`src/rtl/hb_dt_pkg.sv`:
```
package hb_dt_pkg;

    typedef enum logic [1:0] {
        LEG_OFF = 2'd0,
        LEG_LO  = 2'd1,
        LEG_HI  = 2'd2
    } leg_t;

    typedef struct packed {
        logic shdn_n;
        logic lo_n;
        logic hi;
    } cmd_t;

    localparam int CMD_W = $bits(cmd_t);

    // Safe value held in the synchroniser during reset: shut down, nothing requested.
    localparam cmd_t CMD_SAFE = '{shdn_n: 1'b0, lo_n: 1'b1, hi: 1'b0};

    function automatic leg_t leg_decode(input cmd_t c);
        if (!c.shdn_n)
            return LEG_OFF;
        if (!c.lo_n && !c.hi)
            return LEG_LO;
        if (c.lo_n && c.hi)
            return LEG_HI;
        return LEG_OFF;
    endfunction

endpackage

```
`src/rtl/hb_cmd_sync.sv`:
```
module hb_cmd_sync #(
    parameter int             W       = 3,
    parameter int             STAGES  = 2,
    parameter logic [W-1:0]   RST_VAL = '0
) (
    input  logic         clk,
    input  logic         rst,
    input  logic [W-1:0] d_i,
    output logic [W-1:0] q_o
);
    logic [W-1:0] stg [STAGES];

    generate
        for (genvar s = 0; s < STAGES; s++) begin : g_stage
            always_ff @(posedge clk) begin
                if (rst)
                    stg[s] <= RST_VAL;
                else if (s == 0)
                    stg[s] <= d_i;
                else
                    stg[s] <= stg[(s == 0) ? 0 : s - 1];
            end
        end
    endgenerate

    assign q_o = stg[STAGES-1];
endmodule

```
`src/rtl/hb_dead_timer.sv`:
```
module hb_dead_timer #(
    parameter int DT_W = 16
) (
    input  logic            clk,
    input  logic            rst,
    input  logic            load_i,
    input  logic [DT_W-1:0] dead_i,
    output logic            expired_o
);
    logic [DT_W-1:0] cnt;

    always_ff @(posedge clk) begin
        if (rst)
            cnt <= '0;
        else if (load_i)
            cnt <= (dead_i == '0) ? '0 : dead_i - 1'b1;
        else if (cnt != '0)
            cnt <= cnt - 1'b1;
    end

    assign expired_o = (cnt == '0);
endmodule

```
`src/rtl/hb_leg_ctrl.sv`:
```
module hb_leg_ctrl
    import hb_dt_pkg::*;
(
    input  logic clk,
    input  logic rst,
    input  leg_t req_i,
    input  logic expired_i,
    output logic load_o,
    output leg_t state_o
);
    leg_t st, st_nxt;
    leg_t last_on;

    always_comb begin
        st_nxt = st;
        load_o = 1'b0;
        unique case (st)
            LEG_LO, LEG_HI: begin
                if (req_i != st) begin
                    st_nxt = LEG_OFF;
                    load_o = 1'b1;
                end
            end
            default: begin
                if (req_i != LEG_OFF &&
                    (req_i == last_on || last_on == LEG_OFF || expired_i))
                    st_nxt = req_i;
            end
        endcase
    end

    always_ff @(posedge clk) begin
        if (rst) begin
            st      <= LEG_OFF;
            last_on <= LEG_OFF;
        end else begin
            st <= st_nxt;
            if (st != LEG_OFF && st_nxt == LEG_OFF)
                last_on <= st;
        end
    end

    assign state_o = st;
endmodule

```
`src/rtl/hb_deadtime_gen.sv`:
```
module hb_deadtime_gen
    import hb_dt_pkg::*;
#(
    parameter int DT_W        = 16,
    parameter int SYNC_STAGES = 2
) (
    input  logic            clk,
    input  logic            rst,
    input  logic            shdn_n_i,
    input  logic            lo_cmd_n_i,
    input  logic            hi_cmd_i,
    input  logic [DT_W-1:0] dead_cycles_i,
    output logic            lo_gate_o,
    output logic            hi_gate_o
);
    cmd_t             raw_cmd, sync_cmd;
    logic [CMD_W-1:0] sync_bits;
    leg_t             req, leg_state;
    logic             tmr_load, tmr_expired;

    assign raw_cmd = '{shdn_n: shdn_n_i, lo_n: lo_cmd_n_i, hi: hi_cmd_i};

    hb_cmd_sync #(
        .W       (CMD_W),
        .STAGES  (SYNC_STAGES),
        .RST_VAL (CMD_SAFE)
    ) u_sync (
        .clk (clk),
        .rst (rst),
        .d_i (raw_cmd),
        .q_o (sync_bits)
    );

    assign sync_cmd = cmd_t'(sync_bits);
    assign req      = leg_decode(sync_cmd);

    hb_dead_timer #(.DT_W(DT_W)) u_timer (
        .clk       (clk),
        .rst       (rst),
        .load_i    (tmr_load),
        .dead_i    (dead_cycles_i),
        .expired_o (tmr_expired)
    );

    hb_leg_ctrl u_ctrl (
        .clk       (clk),
        .rst       (rst),
        .req_i     (req),
        .expired_i (tmr_expired),
        .load_o    (tmr_load),
        .state_o   (leg_state)
    );

    assign lo_gate_o = (leg_state == LEG_LO);
    assign hi_gate_o = (leg_state == LEG_HI);
endmodule

```
`config.mk`:
```
export PLATFORM = sky130hd
export DESIGN_NAME = hb_deadtime_gen
export DESIGN_NICKNAME = d
export VERILOG_FILES = /design/src/rtl/hb_dt_pkg.sv /design/src/rtl/hb_cmd_sync.sv /design/src/rtl/hb_dead_timer.sv /design/src/rtl/hb_leg_ctrl.sv /design/src/rtl/hb_deadtime_gen.sv
export SDC_FILE = /design/constraint.sdc
export NUM_CORES = 1
export LEC_CHECK = 0
export BUFFER_PORTS_ARGS = -buffer_cell sky130_fd_sc_hd__buf_2
export CAP_MARGIN = 5
export CORE_ASPECT_RATIO = 1.25
export CORE_UTILIZATION = 31
export DETAILED_ROUTE_END_ITERATION = 12
export GPL_TIMING_DRIVEN = 0
export PLACE_DENSITY = 0.51
export SLEW_MARGIN = 15
export SYNTH_ARGS = -nofsm -noshare
export SYNTH_HDL_FRONTEND = slang
export SYNTH_HIERARCHICAL = 1
export SYNTH_SLANG_ARGS = --single-unit
```
`constraint.sdc`:
```
create_clock -name clk -period 3.58 [get_ports clk]
set_input_delay 0.358 -clock clk [delete_from_list [all_inputs] [get_ports clk]]
set_output_delay 0.358 -clock clk [all_outputs]
set_load 0.01 [all_outputs]
```
## Word-level counts from Yosys, hierarchy flattened

Memory sizes are Yosys's and may differ from the RTL's.
Cells that the tools add are included.

- Memories kept: 1
- Logic and storage cells: 53
- Bits in registers: 20
- Output and inout bits: 2
- Memory bits (writable): 6
- Input port bits: 21

Memory list:

| memory | words | width | read ports | clocked after Yosys merged registers in | write ports | RTL line | text |
|---|---|---|---|---|---|---|---|
| u_sync.stg | 2 | 3 | 2 | 0 | 2 | hb_cmd_sync.sv:11 | `logic [W-1:0] stg [STAGES];` |

- Reductions and logical operators: 17
- Bitwise gates (word level): 2
- Add/sub/neg operators: 2
- Eq/ne operators: 4
- Multiplexer cells: 24

Operators with widths:

| cell | number |
|---|---|
| 16-bit 2-to-1 mux | 3 |
| 16-bit zero test | 2 |
| 16-bit by 1-bit subtractor with 16-bit output (second input constant) | 2 |
| 2-bit 2-to-1 mux | 9 |
| 16-bit nonzero test | 1 |
| 1-bit 2-to-1 mux | 10 |
| 3-bit 2-to-1 mux | 2 |
| 2-bit nonzero test | 3 |
| 1-bit logical AND | 4 |
| 2-bit zero test | 2 |
| 2-bit by 1-bit equality test with 1-bit output (second input constant) | 1 |
| 2-bit equality test | 1 |
| 2-bit equality test (second input constant) | 1 |
| 1-bit zero test | 2 |
| 1-bit logical OR | 2 |
| 2-bit != test | 1 |
| 1-bit OR | 2 |
| 2-bit OR reduction | 1 |

## Longest topological paths before layout

- Word-level depth: 17
- Depth in mapped cells: 10

## Cells and area by module

The synthesis kept the hierarchy.

Modules (own cells, without submodules):

| module | cells each | sequential area each (µm²) | times used | area an instance (µm²) |
|---|---|---|---|---|
| hb_dead_timer | 145 | 320.3 | 1 | 1,186.1 |
| hb_leg_ctrl | 39 | 80.1 | 1 | 322.8 |
| hb_cmd_sync | 12 | 120.1 | 1 | 157.7 |
| hb_deadtime_gen | 4 | 0.0 | 1 | 33.8 |

## Worst setup path before layout

Ideal clock, no wire load.

- Path kind: register to register
- From: register u_timer.cnt[7]
- To: register u_ctrl.last_on[0]
- Library setup time: 0.118 ns
- Slack: 1.007 ns
- Required time: 3.462 ns
- Cell stages (with the launch flop): 9
- Path buffers: 0
- Period minus slack after synthesis: 2.573 ns
- Arrival: 2.455 ns
- Path through: dfxtp_1 or4_4 or4_4 nor2_8 and2b_1 a221o_1 o311a_1 and3b_4 mux2i_1

- Longest elaborated chain between the ends: 7

RTL lines:

| item | RTL line | text |
|---|---|---|
| start, declared | hb_dead_timer.sv:10 | `logic [DT_W-1:0] cnt;` |
| start signal, assigned | hb_dead_timer.sv:16 | `cnt <= (dead_i == '0) ? '0 : dead_i - 1'b1;` |
| start signal, assigned | hb_dead_timer.sv:18 | `cnt <= cnt - 1'b1;` |
| 16-bit zero test | hb_dead_timer.sv:21 | `assign expired_o = (cnt == '0);` |
| named net tmr_expired | hb_deadtime_gen.sv:19 | `logic tmr_load, tmr_expired;` |
| 1-bit logical OR | hb_leg_ctrl.sv:26 | `(req_i == last_on \|\| last_on == LEG_OFF \|\| expired_i))` |
| 1-bit logical AND | hb_leg_ctrl.sv:25 | `if (req_i != LEG_OFF &&` |
| 2-bit 2-to-1 mux | hb_leg_ctrl.sv:25 |  |
| 2-bit 2-to-1 mux | hb_leg_ctrl.sv:17 | `unique case (st)` |
| 2-bit zero test | hb_leg_ctrl.sv:38 | `if (st != LEG_OFF && st_nxt == LEG_OFF)` |
| 1-bit logical AND | hb_leg_ctrl.sv:38 |  |
| end signal, assigned | hb_leg_ctrl.sv:39 | `last_on <= st;` |
| end, declared | hb_leg_ctrl.sv:12 | `leg_t last_on;` |

The timed path passes the listed nets, and every way through them passes these cells.
A chain may end at the register's enable or synchronous reset.

## Final worst setup path

- From: register u_timer.cnt[7]
- To: register u_ctrl.last_on[1]

The elaborated chain is that of the path after synthesis.

==> impl_metrics.tcl <==
set metrics [dict create \
    cts-root-buf "clkbuf_8" \
    vias 1484 \
    cts_resized 0 \
    timing.setup.tns_ns 0 \
    fin_total_pwr_mw 1.30 \
    post-route-drc-count 0 \
    yosysSeqAreaShare_pct 30.6 \
    reg2reg_slack_ns 0.84 \
    syn_avg_cell_area_um2 8.50 \
    holdWs_ns 0.258 \
    cts_tree "done" \
    cts_setup_buffers 0 \
    p_seq_share_pct 33.2 \
    worstReg2RegEnd "u_ctrl/last_on[1]" \
    syn_inst 200 \
    gp_congestion 0.748 \
    drt_iter0_drc 46 \
    p_sw_share_pct 38.2 \
    numPortBuffers 22 \
    cts_hold_buf 0 \
    ys.flop_type "dfxtp_1" \
    startpoint_type "flop" \
    syn_to_final_growth_pct 15.2 \
    core_mm2 0.00519 \
    worst_pin_slew_ns 0.580 \
    fin_nets 252 \
    ys_seq_elements 26 \
    viasPerCell 5.15 \
    min_path_cells 2 \
    start_util_pct 32.8 \
    syn_area_mm2 0.00170 \
    cp_data_arrival_time_ns 2.94 \
    std_cell_rows 29 \
    cts_num_sinks 26 \
    grt_pass1_vias 1496 \
    die_x_um 68.2 \
    required_ns 3.79 \
    intPower_uw 807 \
    r2r_cells 8 \
    die-area_mm2 0.00579 \
    leakage_nw 0.745 \
    dp_hpwl_um 2950 \
    clk_latency_ns 0.27 \
    overflow 0 \
    yosysWarnings 6 \
    maxSlewViolCount 0 \
    dr.pass1.iters 4 \
    utilization_pct 37.8 \
    ant_nets 0 \
    r2r_start "u_timer/cnt[7]" \
    grt_start_max_net_pins 16 \
    finalCritPeriodShare_pct 76.4 \
    clk_path_buf_depth 2 \
    fp.dieH_um 84.8 \
    outcome "finished, final reports clean" \
    syn_nets 225 \
    clkTransAtPathRegs_ns 0.09 \
    clock.fmax_mhz 365 \
    synth_edf_count 0 \
    worstHoldStart "lo_cmd_n_i" \
    grt_usage_pct 15.2 \
    wl_um 3750 \
    path_class "reg -> reg" \
    finClkSkew_ns 0.00453 \
    grt_pass1_wl_um 6680 \
    fin_area_mm2 0.00196 \
    setup_violations 0 \
    powerDensity_mw_per_mm2 666 \
    cts_max_level 1 \
    holdPathEnd "u_sync/stg[0][1]" \
    combinationalPowerShare_pct 48.1 \
    cts-buffers-inserted 3 \
    postPlaceCellArea_mm2 0.00189 \
    worstPathMaxFanout 7 \
    vdd_drop_max_mv 0.258 \
    max-cap-violations 0 \
    avgRoutedWirePerCell_um 13.0 \
    hold_class "in -> reg" \
    antenna_cells 0 \
    nFillCells 565 \
    slew-limit-headroom_pct 61.0 \
    layout-drive-gt1-share_pct 20.4 \
    rsz0062_at_grt "no" \
    io_pins 23 \
    pwr-share-clk_pct 18.7 \
    antenna_found_initial 0 \
    finalHoldViolCount 0 \
    ys_types 54 \
    end_kind "flop" \
    synth-async-reset-ratio_pct 0 \
    period_needed_ns 2.74 \
    power.switching_uw 498 \
]
## cell usage in the layout (no fill, tap or decap), types with 3 or more instances in the layout
cell / Yosys / final
nand2b_1: 4 / 4
or2_1: 3 / 3
nor3_1: 5 / 5
buf_2: 2 / 24
clkbuf_8: 0 / 3
xor2_1: 11 / 11
mux2i_1: 5 / 5
or2b_1: 3 / 3
a31oi_1: 5 / 5
nor4_1: 4 / 4
a21oi_1: 7 / 7
inv_1: 12 / 12
nand2_1: 8 / 8
nor2b_1: 6 / 6
o21ai_1: 3 / 3
nor2_1: 23 / 23
xnor2_1: 12 / 12
dfxtp_1: 26 / 26
or4_1: 3 / 3
o22ai_1: 8 / 8
o31ai_1: 3 / 3
ha_1: 4 / 4
## cells in the mapped netlist, types with 3 or more instances
master | number | area [µm²]
nor3_1 | 5 | 25.0
a31oi_1 | 5 | 31.3
ha_1 | 4 | 50.1
o21ai_1 | 3 | 15.0
o31ai_1 | 3 | 22.5
xnor2_1 | 12 | 105
inv_1 | 12 | 45.0
nor2_1 | 23 | 86.3
nand2b_1 | 4 | 25.0
xor2_1 | 11 | 96.3
or2b_1 | 3 | 22.5
or4_1 | 3 | 22.5
nand2_1 | 8 | 30.0
or2_1 | 3 | 18.8
nor4_1 | 4 | 25.0
a21oi_1 | 7 | 35.0
nor2b_1 | 6 | 37.5
o22ai_1 | 8 | 50.1
mux2i_1 | 5 | 50.1
dfxtp_1 | 26 | 521
## kinds of logic (layout without fill, tap and decap cells)
group,count (synthesis),in the layout,share of synthesized area [%]
buf+inv,18,44,4.34
simple gates,82,82,29.8
flops,26,26,30.6
fa+ha+maj,4,4,2.94
xor+xnor,23,23,11.8
compound gates,41,41,16.8
mux,6,6,3.61
## state kept, by name (all words and copies together), names as in the netlist
name and flops:
u_ctrl/last_on 2, u_ctrl/state_o 2, u_sync/stg 6, u_timer/cnt 16
## critical path: stages (launching register included)
cell and delay [ns]:
dfxtp_1 0.36, or4_4 0.56, or4_4 0.51, nor2_8 0.18, and2b_1 0.21, a22oi_1 0.25
o311a_1 0.21, and3b_4 0.21, mux2i_1 0.17
## metal layers
metal / vias up / GRT usage (%) / wire length, µm
met5: - / 0 / 0
met4: 0 / 5.11 / 49
met3: 4 / 1.63 / 63
met2: 22 / 27.1 / 1970
met1: 693 / 18.1 / 1670
li1: 765 / - / -
## area by class of cell
| class | instances | area, µm² | share of cell area (%) |
|---|---|---|---|
| plain buffers | 5 | 25.0 | 1.28 |
| clock buffers | 3 | 41.3 | 2.11 |
| clock inverters | 1 | 30.0 | 1.53 |
| inverters | 13 | 48.8 | 2.49 |
| multi-input cells | 156 | 1110 | 56.4 |
| flip-flops and latches | 26 | 520 | 26.6 |
| well taps | 62 | 77.6 | 3.96 |
| repair buffers | 22 | 110 | 5.62 |
## worst max path at each step
| stage | slack (ns) | endpoint | cells past startpoint | from |
|---|---|---|---|---|
| CTS | 0.81 | u_ctrl/last_on[1] | 8 | u_timer/cnt[7] |
| global placement | 0.85 | u_ctrl/last_on[1] | 8 | u_timer/cnt[7] |
| finish | 0.84 | u_ctrl/last_on[1] | 8 | u_timer/cnt[7] |
| floorplan | 1.01 | u_ctrl/last_on[0] | 8 | u_timer/cnt[7] |
| detailed placement | 0.85 | u_ctrl/last_on[1] | 8 | u_timer/cnt[7] |
| global route | 0.65 | u_ctrl/last_on[1] | 8 | u_timer/cnt[7] |
## stage by stage
step	std cells	setup WS (ns)
floorplan	200	1.01
global placement	284	0.852
detailed placement	284	0.850
CTS	288	0.808
global route	288	0.646
finish	288	0.844
## power by group through the flow
stage	combinational, mW	sequential [mW]	clock [mW]
after floorplan	0.519	0.421	0
after global placement	0.630	0.438	0
after detailed placement	0.630	0.438	0
after CTS	0.636	0.432	0.253
after global routing	0.696	0.445	0.267
final	0.628	0.433	0.244
No activity file was read; power rests on OpenSTA's default activity.
